**src/rtl/lol_alarm_pkg.sv**
```systemverilog
package lol_alarm_pkg;
  localparam int unsigned STAT_W       = 8;
  localparam int unsigned STAT_LIVE_B  = 3;
  localparam int unsigned STAT_STICK_B = 4;
  localparam int unsigned STAT_LOS_B   = 5;

  function automatic logic err_above(input int unsigned err, input int unsigned thr);
    return err > thr;
  endfunction

  function automatic logic err_below(input int unsigned err, input int unsigned thr);
    return err < thr;
  endfunction

  function automatic logic [STAT_W-1:0] pack_status(input logic los, input logic stick,
                                                    input logic live);
    logic [STAT_W-1:0] s;
    s = '0;
    s[STAT_LOS_B]   = los;
    s[STAT_STICK_B] = stick;
    s[STAT_LIVE_B]  = live;
    return s;
  endfunction
endpackage

```
**src/rtl/lol_bit_sync.sv**
```systemverilog
module lol_bit_sync #(
  parameter int W      = 2,
  parameter int STAGES = 2
) (
  input  logic         clk,
  input  logic         rst_n,
  input  logic [W-1:0] d,
  output logic [W-1:0] q
);
  logic [W-1:0] stg [STAGES];

  always_ff @(posedge clk or negedge rst_n) begin
    if (!rst_n) begin
      for (int i = 0; i < STAGES; i++) stg[i] <= '0;
    end else begin
      stg[0] <= d;
      for (int i = 1; i < STAGES; i++) stg[i] <= stg[i-1];
    end
  end

  assign q = stg[STAGES-1];
endmodule

```
**src/rtl/lol_hyst_det.sv**
```systemverilog
module lol_hyst_det
  import lol_alarm_pkg::*;
#(
  parameter int PPM_W   = 12,
  parameter int SET_PPM = 1000,
  parameter int CLR_PPM = 250
) (
  input  logic             clk,
  input  logic             rst_n,
  input  logic [PPM_W-1:0] ferr,
  output logic             lol_live,
  output logic             lose_evt
);
  logic too_far, close_in;

  assign too_far  = err_above(32'(ferr), SET_PPM);
  assign close_in = err_below(32'(ferr), CLR_PPM);
  assign lose_evt = too_far && !lol_live;

  always_ff @(posedge clk or negedge rst_n) begin
    if (!rst_n)        lol_live <= 1'b1;
    else if (too_far)  lol_live <= 1'b1;
    else if (close_in) lol_live <= 1'b0;
  end
endmodule

```
**src/rtl/lol_sticky.sv**
```systemverilog
module lol_sticky (
  input  logic clk,
  input  logic rst_n,
  input  logic set_evt,
  input  logic clr_bit,
  output logic sticky,
  output logic clr_evt
);
  logic clr_d;

  assign clr_evt = clr_d && !clr_bit;

  always_ff @(posedge clk or negedge rst_n) begin
    if (!rst_n) begin
      clr_d  <= 1'b0;
      sticky <= 1'b0;
    end else begin
      clr_d <= clr_bit;
      if (set_evt)      sticky <= 1'b1;
      else if (clr_evt) sticky <= 1'b0;
    end
  end
endmodule

```
**src/rtl/lol_alarm_ctrl.sv**
```systemverilog
module lol_alarm_ctrl
  import lol_alarm_pkg::*;
#(
  parameter int PPM_W       = 12,
  parameter int SET_PPM     = 1000,
  parameter int CLR_PPM     = 250,
  parameter int SYNC_STAGES = 2
) (
  input  logic             clk,
  input  logic             rst_n,
  input  logic [PPM_W-1:0] ferr_ppm,
  input  logic             los_async,
  input  logic             squelch_pin,
  input  logic             cfg_lol_sticky,
  input  logic             cfg_los_inv,
  input  logic             cfg_sq_mode,
  input  logic             clr_sticky,
  output logic             lol_pin,
  output logic             los_pin,
  output logic             clk_en,
  output logic             data_en,
  output logic [STAT_W-1:0] status
);
  localparam int NSYNC = 2;

  logic [NSYNC-1:0] async_in, sync_out;
  logic los_s, sq_s;
  logic lol_live, lose_evt, sticky, clr_evt;

  assign async_in = {squelch_pin, los_async};
  assign los_s    = sync_out[0];
  assign sq_s     = sync_out[1];

  lol_bit_sync #(.W(NSYNC), .STAGES(SYNC_STAGES)) u_sync (
    .clk(clk), .rst_n(rst_n), .d(async_in), .q(sync_out)
  );

  lol_hyst_det #(.PPM_W(PPM_W), .SET_PPM(SET_PPM), .CLR_PPM(CLR_PPM)) u_hyst (
    .clk(clk), .rst_n(rst_n), .ferr(ferr_ppm), .lol_live(lol_live), .lose_evt(lose_evt)
  );

  lol_sticky u_stick (
    .clk(clk), .rst_n(rst_n), .set_evt(lose_evt), .clr_bit(clr_sticky),
    .sticky(sticky), .clr_evt(clr_evt)
  );

  assign lol_pin = cfg_lol_sticky ? sticky : lol_live;
  assign los_pin = los_s ^ cfg_los_inv;
  assign data_en = !sq_s;
  assign clk_en  = !(sq_s && !cfg_sq_mode);
  assign status  = pack_status(los_s, sticky, lol_live);
endmodule


```
**config.mk**
```make
export PLATFORM = sky130hd
export DESIGN_NAME = lol_alarm_ctrl
export DESIGN_NICKNAME = d
export VERILOG_FILES = /design/src/rtl/lol_alarm_pkg.sv /design/src/rtl/lol_bit_sync.sv /design/src/rtl/lol_hyst_det.sv /design/src/rtl/lol_sticky.sv /design/src/rtl/lol_alarm_ctrl.sv
export SDC_FILE = /design/constraint.sdc
export NUM_CORES = 1
export LEC_CHECK = 0
export ABC_AREA = 1
export BUFFER_PORTS_ARGS = -buffer_cell sky130_fd_sc_hd__buf_4
export CAP_MARGIN = 0
export CORE_AREA = 2 2 39 41
export DETAILED_ROUTE_END_ITERATION = 12
export DIE_AREA = 0 0 41 43
export HOLD_SLACK_MARGIN = 0.1
export SYNTH_ARGS = -nofsm -noshare
export SYNTH_HDL_FRONTEND = slang
export SYNTH_SLANG_ARGS = --single-unit
```
**constraint.sdc**
```tcl
create_clock -name clk -period 0.9 [get_ports clk]
set_input_delay 0.135 -clock clk [delete_from_list [all_inputs] [get_ports clk]]
set_output_delay 0.135 -clock clk [all_outputs]
set_load 0.02 [all_outputs]
```
==> results of run 1 <==
tightest hold or removal path, delay by kind of cell:
kind / cells / cell delay [ns]
AO/OA/AOI/OAI: 1 / 0.08
buffers and inverters: 1 / 0.08
AND/OR/NAND/NOR: 1 / 0.07
cell families (layout without fill, tap and decap cells):
group	Yosys count	in the layout	share of synthesized area
and+or+nand+nor	21	21	0.247
buffers and inverters	15	43	0.224
DFF	7	7	0.458
AOI/OAI and AO/OA	3	3	0.0389
other	1	5	0.00973
xor gates and xnor gates	1	1	0.0227
routing by layer:
layer  share of wire  vias to the layer above  GRT usage
met2            0.56                       19      0.159
met5               0                        -          0
met1            0.33                      161      0.110
li1                -                      194          -
met3           0.078                        2     0.0262
met4           0.024                        0      0.100
registers in the layout (all words and copies together) (netlist names):
name,count
u_sync.q,2
u_sync.stg,2
u_hyst.lol_live,1
u_stick.clr_d,1
u_stick.sticky,1
timing repair:
item	CTS	global route
setup endpoints to repair	7	7
hold buffers	4	0
buffers inserted	0	1
hold endpoints to repair	10	0
gates resized for setup	9	1
pin swaps	0	0
area by class of cell:
type                    instances  area (um2)
fillers                       151         707
clock buffers                   4        26.3
well taps                      16        20.0
flip-flops and latches          7         176
inverters                       7        26.3
multi-input cells              30         151
repair buffers                 32         277
cells in the final DEF, fill, tap and decap left out:
cell type	instances
inv_1	5
conb_1	5
dlygate4sd3_1	4
dfrtp_1	6
nor2_2	1
nand3b_1	1
nand2_1	11
nand4_1	1
a21oi_1	1
clkbuf_1	1
or2_4	1
buf_6	7
inv_2	2
clkbuf_4	3
nor2_1	3
o21ai_4	1
nor3_1	1
xor2_1	1
dfstp_2	1
buf_4	21
o21ai_0	1
nand3_1	1
nand2_2	1
synthesized netlist by cell type, drive strengths merged:
library cell / n
xor2: 1
dfstp: 1
nand3b: 1
conb: 1
o21ai: 2
dfrtp: 6
nand2: 12
nand3: 1
nor3: 1
or2: 1
buf: 8
nor2: 4
a21oi: 1
nand4: 1
inv: 7
how the worst max path moves through the flow:
stage	startpoint	endpoint	slack, ns	cells past startpoint
6_report	u_hyst.lol_live	lol_pin	-0.29	3
5_1_grt	u_hyst.lol_live	lol_pin	-0.32	3
4_1_cts	u_hyst.lol_live	lol_pin	-0.31	3
3_5_place_dp	u_hyst.lol_live	lol_pin	-0.06	3
3_3_place_gp	u_hyst.lol_live	lol_pin	-0.05	3
2_1_floorplan	u_hyst.lol_live	lol_pin	0.006	2
metrics by stage:
stage / power [mW] / setup slack [ns]
final: 0.829 / -0.293
after global routing: 0.879 / -0.321
after floorplan: 0.443 / 0.00603
after detailed placement: 0.525 / -0.0610
after CTS: 0.836 / -0.305
after global placement: 0.522 / -0.0495
power by group through the flow:
stage | Combinational, mW | Clock (mW) | Sequential, mW
floorplan | 0.103 | 0 | 0.340
global placement | 0.181 | 0 | 0.340
detailed placement | 0.184 | 0 | 0.341
CTS | 0.209 | 0.289 | 0.337
global route | 0.235 | 0.306 | 0.338
finish | 0.213 | 0.278 | 0.338
==> reports/summary.txt, run 1 <==
Netlist cell types: 17
HP Class: in -> reg
dpl cells: 87
Final Cycle Share: 1.33
Die Ht: 43 um
Slowest-stage cell, CP: dfstp_2
final net count: 101
Port Buf Inserts: 26
final std cells w/o fill: 96
Worst Setup End Kind: primary output
die area: 0.00176 mm2
Final min period: 1.19 ns
Synth-to-Final Area Change: 75.6%
outcome: finished with violations
H-tree depth: 1
post-DP HPWL: 625 um
CTS sink cnt: 7
DRC violations left: 0
Post-Syn Instances: 48
post-place instance area: 574 um2
post-route cell area: 677 um2
GP Congestion: 0.592
worst r2r path cells: 3
antenna violations before repair: 0
Flop pwr share: 0.408
area of the mapped netlist: 385 um2
maximum vdd drop: 479 uV
FF-to-FF Start: u_hyst.lol_live
Setup Skew: 0.000201 ns
clock network power share: 0.336
Clock Latency Late Sink: 0.25 ns
hold slack: 0.152 ns
sw frac: 0.255
final worst slack: -0.293 ns
first-pass GRT wire length: 1220 um
vias: 376
violated checks: negative setup slack
crit path buf inv count: 2
Max clock buf depth: 2
ANT cells: 0
critical path's largest stage delay: 0.53 ns
Max Freq: 0.838 GHz
post-synth top area share: 0.390
setup tns final: -1.06 ns
CP max FO: 2
layout cell share with drive strength beyond 1: 0.475
Initial Util: 0.278
CTS root buffer: clkbuf_4
synthesis warning total: 0
grt total ovfl: 0
Synth area leaders: dfrtp_1 39%, buf_4 16%, nand2_1 11%, dfstp_2 6.8%, inv_1 6.8%
CP required: 0.76 ns
largest net degree at the start of global routing: 8
HP Start: clr_sticky
RSZ-0062 raised after global routing: true
flop-to-flop setup slack: 0.09 ns
fin util: 0.489
WP data arrival: 1.06 ns
Top delay family on crit path: flip-flops
initial DRC count: 1
P_leak: 0.365 nW
Internal Power: 0.617 mW
Core Rows: 14
total track usage: 0.106
core area: 0.00138 mm2
sequential area share after synthesis: 0.458
Avg Vias per Cell: 3.92
clk slew on worst S/H paths: 0.05 ns
max cap viols: 0
CP Launch Type: register
RR Endpoint: u_hyst.lol_live
Wirelength per Cell: 8.25 um
DRT antenna net count: 0
Finish-stage setup viols: 7
Setup CP Type: reg -> out
WHS Endpoint: u_stick.sticky
Power Density: 1220 mW/mm2
post-synthesis average cell area: 8.03 um2
Hold Path Cell Cnt: 3
CTS tree: built
Top Ports: 32
Hold Vio Cnt, Final: 0
Post-Route WL: 792 um
Slew Viols, Final: 0
Switching Power: 0.211 mW
Num CTS Buffers: 3
vias in the first global route: 324
first drt pass iteration count: 3
cells along the critical path: inv_2 > o21ai_4 > buf_6
flops & latches, synth: 7
DIE WIDTH: 41 um
cell type with the largest total area after synthesis: dfrtp_1
Comb power frac: 0.257
No activity file was read; power rests on OpenSTA's default activity.
==> inputs of run 2 (changes only) <==
==> constraint.sdc (replaced) <==
create_clock -name clk -period 1.16 [get_ports clk]
set_input_delay 0.174 -clock clk [delete_from_list [all_inputs] [get_ports clk]]
set_output_delay 0.174 -clock clk [all_outputs]
set_load 0.02 [all_outputs]
==> run 2 against run 1 <==
The flow still finishes with violations (negative setup slack). Count of clock-buffer cells in the layout unchanged. Worst setup slack improved by 0.21 ns. Via count increased by 5.1%. Global-route usage rose by 1.3 points. Routed wire length up 5.4%. Total power shrank 24%. Cell area decreased by 1.7%. Worst hold slack better by 0.089 ns. Cell count grew 1.0%. Clock skew up 0.0017 ns. Critical endpoint is now status[3].
==> reports/summary.txt, run 2 (same netlist as run 1, synthesis figures left out) <==
outcome: finished with violations
violated checks: negative setup slack
WP data arrival: 1.07 ns
CP max FO: 2
core area: 0.00138 mm2
total track usage: 0.119
Final Cycle Share: 1.07
grt total ovfl: 0
Synth-to-Final Area Change: 72.7%
Worst path most repeated cell: buf_6
largest net degree at the start of global routing: 8
CTS sink cnt: 7
CP Launch Type: register
Top delay family on crit path: flip-flops
RSZ-0062 raised after global routing: true
Critical Path Start: u_hyst.lol_live
Hold Vio Cnt, Final: 0
vias in the first global route: 367
Power Density: 949 mW/mm2
Slew Viols, Final: 0
Setup CP Type: reg -> out
Post-Route WL: 835 um
initial DRC count: 3
Max clock buf depth: 2
fillers: 148
Slowest-stage cell, CP: dfstp_2
clk slew on worst S/H paths: 0.05 ns
antenna violations before repair: 0
vias: 395
Finish-stage setup viols: 2
Die Ht: 43 um
critical path's largest stage delay: 0.53 ns
Max Freq: 0.804 GHz
CTS root buffer: clkbuf_4
CTS tree: built
first-pass GRT wire length: 1370 um
Wirelength per Cell: 8.61 um
DRC violations left: 0
pre-CTS setup slack: 0.152 ns
final worst slack: -0.0831 ns
Clock Latency Late Sink: 0.24 ns
P_leak: 0.365 nW
crit path buf inv count: 3
cells along the critical path: buf_4 > buf_6 > buf_6
Tot Pwr: 0.632 mW
die area: 0.00176 mm2
Num CTS Buffers: 3
post-DP HPWL: 640 um
ANT cells: 0
max cap viols: 0
most common cell after layout, fill and taps aside: buf_4
GP Congestion: 0.563
final net count: 102
Avg Vias per Cell: 4.07
Core Rows: 14
FF-to-FF Start: u_hyst.lol_live
DIE WIDTH: 41 um
Port Buf Inserts: 26
hold slack: 0.241 ns
most frequent cells in the layout: 25 x buf_4, 11 x nand2_1, 6 x dfrtp_1
Worst Setup End Kind: primary output
maximum vdd drop: 410 uV
HP Class: in -> reg
Setup Skew: 0.00188 ns
CP required: 0.99 ns
first drt pass iteration count: 4
HP Start: ferr_ppm[4]
Initial Util: 0.278
layout cell share with drive strength beyond 1: 0.481
DRT antenna net count: 0
H-tree depth: 1
Top Ports: 32
Final min period: 1.24 ns
==> run 2: tightest hold or removal path: cells and delay by family <==
| kind | cells | cell delay (ns) |
|---|---|---|
| simple gates | 2 | 0.19 |
| buf+inv | 2 | 0.11 |
==> run 2: what timing repair did <==
| action | 4_1_cts | 5_1_grt |
|---|---|---|
| endpoints found under the setup margin | 2 | 3 |
| setup buffers | 1 | 2 |
| pin swaps | 0 | 1 |
| hold buffers | 4 | 0 |
| gates resized for setup | 3 | 5 |
| endpoints found under the hold margin | 10 | 0 |
==> run 2: metrics by stage <==
step                      area (um2)  instances  utilization  TNS [ns]
after global routing             666         97        0.481    -0.272
after CTS                        639         95        0.462    -0.102
after detailed placement         556         86        0.401         0
after global placement           556         86        0.401         0
after floorplan                  400         52            -         0
final                            666         97        0.481    -0.164
==> run 2: report_power, final <==
part / internal, mW / total [mW] / switching (mW)
sequential: 0.256 / 0.261 / 0.00472
combinational: 0.0861 / 0.159 / 0.0728
clock: 0.131 / 0.211 / 0.0807
==> run 2: final cells by class <==
cell class	instances	area, um2	area share
timing repair buffer	33	273	0.410
sequential	7	176	0.265
inverter	7	26.3	0.0395
tap	16	20.0	0.0301
clock buffer	4	26.3	0.0395
multi-input combinational	30	144	0.216
==> run 2: final timing paths <==
path / end / slack [ns] / depth (start not counted)
max in group asynchronous: u_hyst.lol_live / 0.67 / 2
worst min register to register: u_sync.q[0] / 0.35 / 0
min in group asynchronous: u_sync.q[0] / 0.28 / 2
worst max-delay path: status[3] / -0.08 / 3
worst max register to register: u_hyst.lol_live / 0.27 / 4
worst min-delay path: u_hyst.lol_live / 0.24 / 4
==> run 2: per-layer routing <==
| layer | track usage | routed length [um] | up-vias |
|---|---|---|---|
| met5 | 0 | 0 | - |
| li1 | - | - | 199 |
| met3 | 0.0157 | 57 | 2 |
| met4 | 0.100 | 12 | 0 |
| met1 | 0.130 | 265 | 177 |
| met2 | 0.188 | 499 | 17 |
==> inputs of run 3 (changes only) <==
--- a/config.mk
+++ b/config.mk
@@ -15,3 +15,4 @@
 export SYNTH_ARGS = -nofsm -noshare
 export SYNTH_HDL_FRONTEND = slang
 export SYNTH_SLANG_ARGS = --single-unit
+export TNS_END_PERCENT = 50
==> run 3 against run 2 <==
The run still ends with negative setup slack left. Die area did not move. Via count fell by 2.3%. Sequential share of layout area rose by 0.77 points. Register-to-register slack improved by 0.08 ns. Cell area fell by 2.8%. Critical endpoint is now lol_pin.
==> reports/summary.txt, run 3 (same netlist as run 1, synthesis figures left out) <==
outcome: finished with violations
violated checks: negative setup slack
Top Ports: 32
Final min period: 1.24 ns
Port Buf Inserts: 26
Setup CP Type: reg -> out
antenna violations before repair: 0
grt total ovfl: 0
most common cell after layout, fill and taps aside: buf_4
CP Launch Type: register
final worst slack: -0.0795 ns
final std cells w/o fill: 95
most frequent cells in the layout: 24 x buf_4, 11 x nand2_1, 6 x dfrtp_1
Power Density: 971 mW/mm2
Max clock buf depth: 2
DRT antenna net count: 0
Initial Util: 0.278
first-pass GRT wire length: 1370 um
core area: 0.00138 mm2
dpl cells: 86
die area: 0.00176 mm2
clk slew on worst S/H paths: 0.05 ns
DRC violations left: 0
Hold Vio Cnt, Final: 0
CTS root buffer: clkbuf_4
cells along the critical path: inv_2 > o21ai_2 > buf_6
Die Ht: 43 um
WP data arrival: 1.07 ns
Synth-to-Final Area Change: 67.9%
P_leak: 0.354 nW
post-DP HPWL: 640 um
max cap viols: 0
vias: 386
crit path buf inv count: 2
Finish-stage setup viols: 2
total track usage: 0.119
Top delay family on crit path: flip-flops
GP Congestion: 0.563
RSZ-0062 raised after global routing: true
CTS tree: built
H-tree depth: 1
Num CTS Buffers: 3
layout cell share with drive strength beyond 1: 0.468
DIE WIDTH: 41 um
Final Cycle Share: 1.07
vias in the first global route: 367
final net count: 100
CP max FO: 2
Slew Viols, Final: 0
first drt pass iteration count: 4
fillers: 149
Setup Skew: 0.00188 ns
critical path's largest stage delay: 0.53 ns
CTS sink cnt: 7
maximum vdd drop: 409 uV
Worst Setup End Kind: primary output
initial DRC count: 3
CP required: 0.99 ns
Tot Pwr: 0.628 mW
Clock Latency Late Sink: 0.24 ns
Max Freq: 0.807 GHz
largest net degree at the start of global routing: 8
Post-Route WL: 810 um
Core Rows: 14
HP Class: in -> reg
Wirelength per Cell: 8.53 um
ANT cells: 0
Slowest-stage cell, CP: dfstp_2
Avg Vias per Cell: 4.06
-- run 3: repair_timing --
item / 4_1_cts / 5_1_grt
setup endpoints to repair: 2 / 3
endpoints found under the hold margin: 10 / 0
hold buffers: 4 / 0
gates resized for setup: 3 / 4
buffers inserted: 1 / 0
pin swaps: 0 / 1
-- run 3: final timing paths --
check / start / to / slack (ns) / depth (start not counted)
worst min register to register: u_sync.stg[2] / u_sync.q[0] / 0.35 / 0
worst max register to register: u_hyst.lol_live / u_hyst.lol_live / 0.35 / 3
max in group asynchronous: rst_n / u_hyst.lol_live / 0.67 / 2
worst max-delay path: u_hyst.lol_live / lol_pin / -0.08 / 3
worst min-delay path: ferr_ppm[4] / u_hyst.lol_live / 0.24 / 4
min in group asynchronous: rst_n / u_sync.q[0] / 0.28 / 2
-- run 3: report_power, final --
group | leakage (nW) | switching, mW | internal [mW] | total, mW
combinational | 0.257 | 0.0721 | 0.0832 | 0.155
sequential | 0.0825 | 0.00470 | 0.256 | 0.261
clock | 0.0150 | 0.0807 | 0.131 | 0.211
-- run 3: cell type report --
type	instances	area, um2	share of cell area
timing repair buffer	31	254	0.393
sequential	7	176	0.273
multi-input combinational	30	144	0.222
clock buffer	4	26.3	0.0406
inverter	7	26.3	0.0406
tap	16	20.0	0.0309
-- run 3: metal layers --
layer  share of wire  vias up  GRT usage  wire [um]
met5               0        -          0          0
met4           0.015        0      0.100         12
met3           0.070        2     0.0157         57
met2            0.60       17      0.188        483
met1            0.32      172      0.130        256
li1                -      195          -          -
-- run 3: worst min-delay path, cell delays in order --
cell,delay [ns]
buf_4,0.08
inv_1,0.03
nand4_1,0.10
nand3_1,0.09
-- run 3: metrics by stage --
stage | setup TNS [ns] | util | hold slack [ns] | setup WS [ns] | area (um2)
after global placement | 0 | 0.401 | -0.0112 | 0.165 | 556
final | -0.0854 | 0.467 | 0.241 | -0.0795 | 647
after global routing | -0.196 | 0.467 | 0.290 | -0.144 | 647
after floorplan | 0 | - | -0.122 | 0.103 | 400
after detailed placement | 0 | 0.401 | -0.00997 | 0.152 | 556
after CTS | -0.102 | 0.462 | 0.235 | -0.0980 | 639
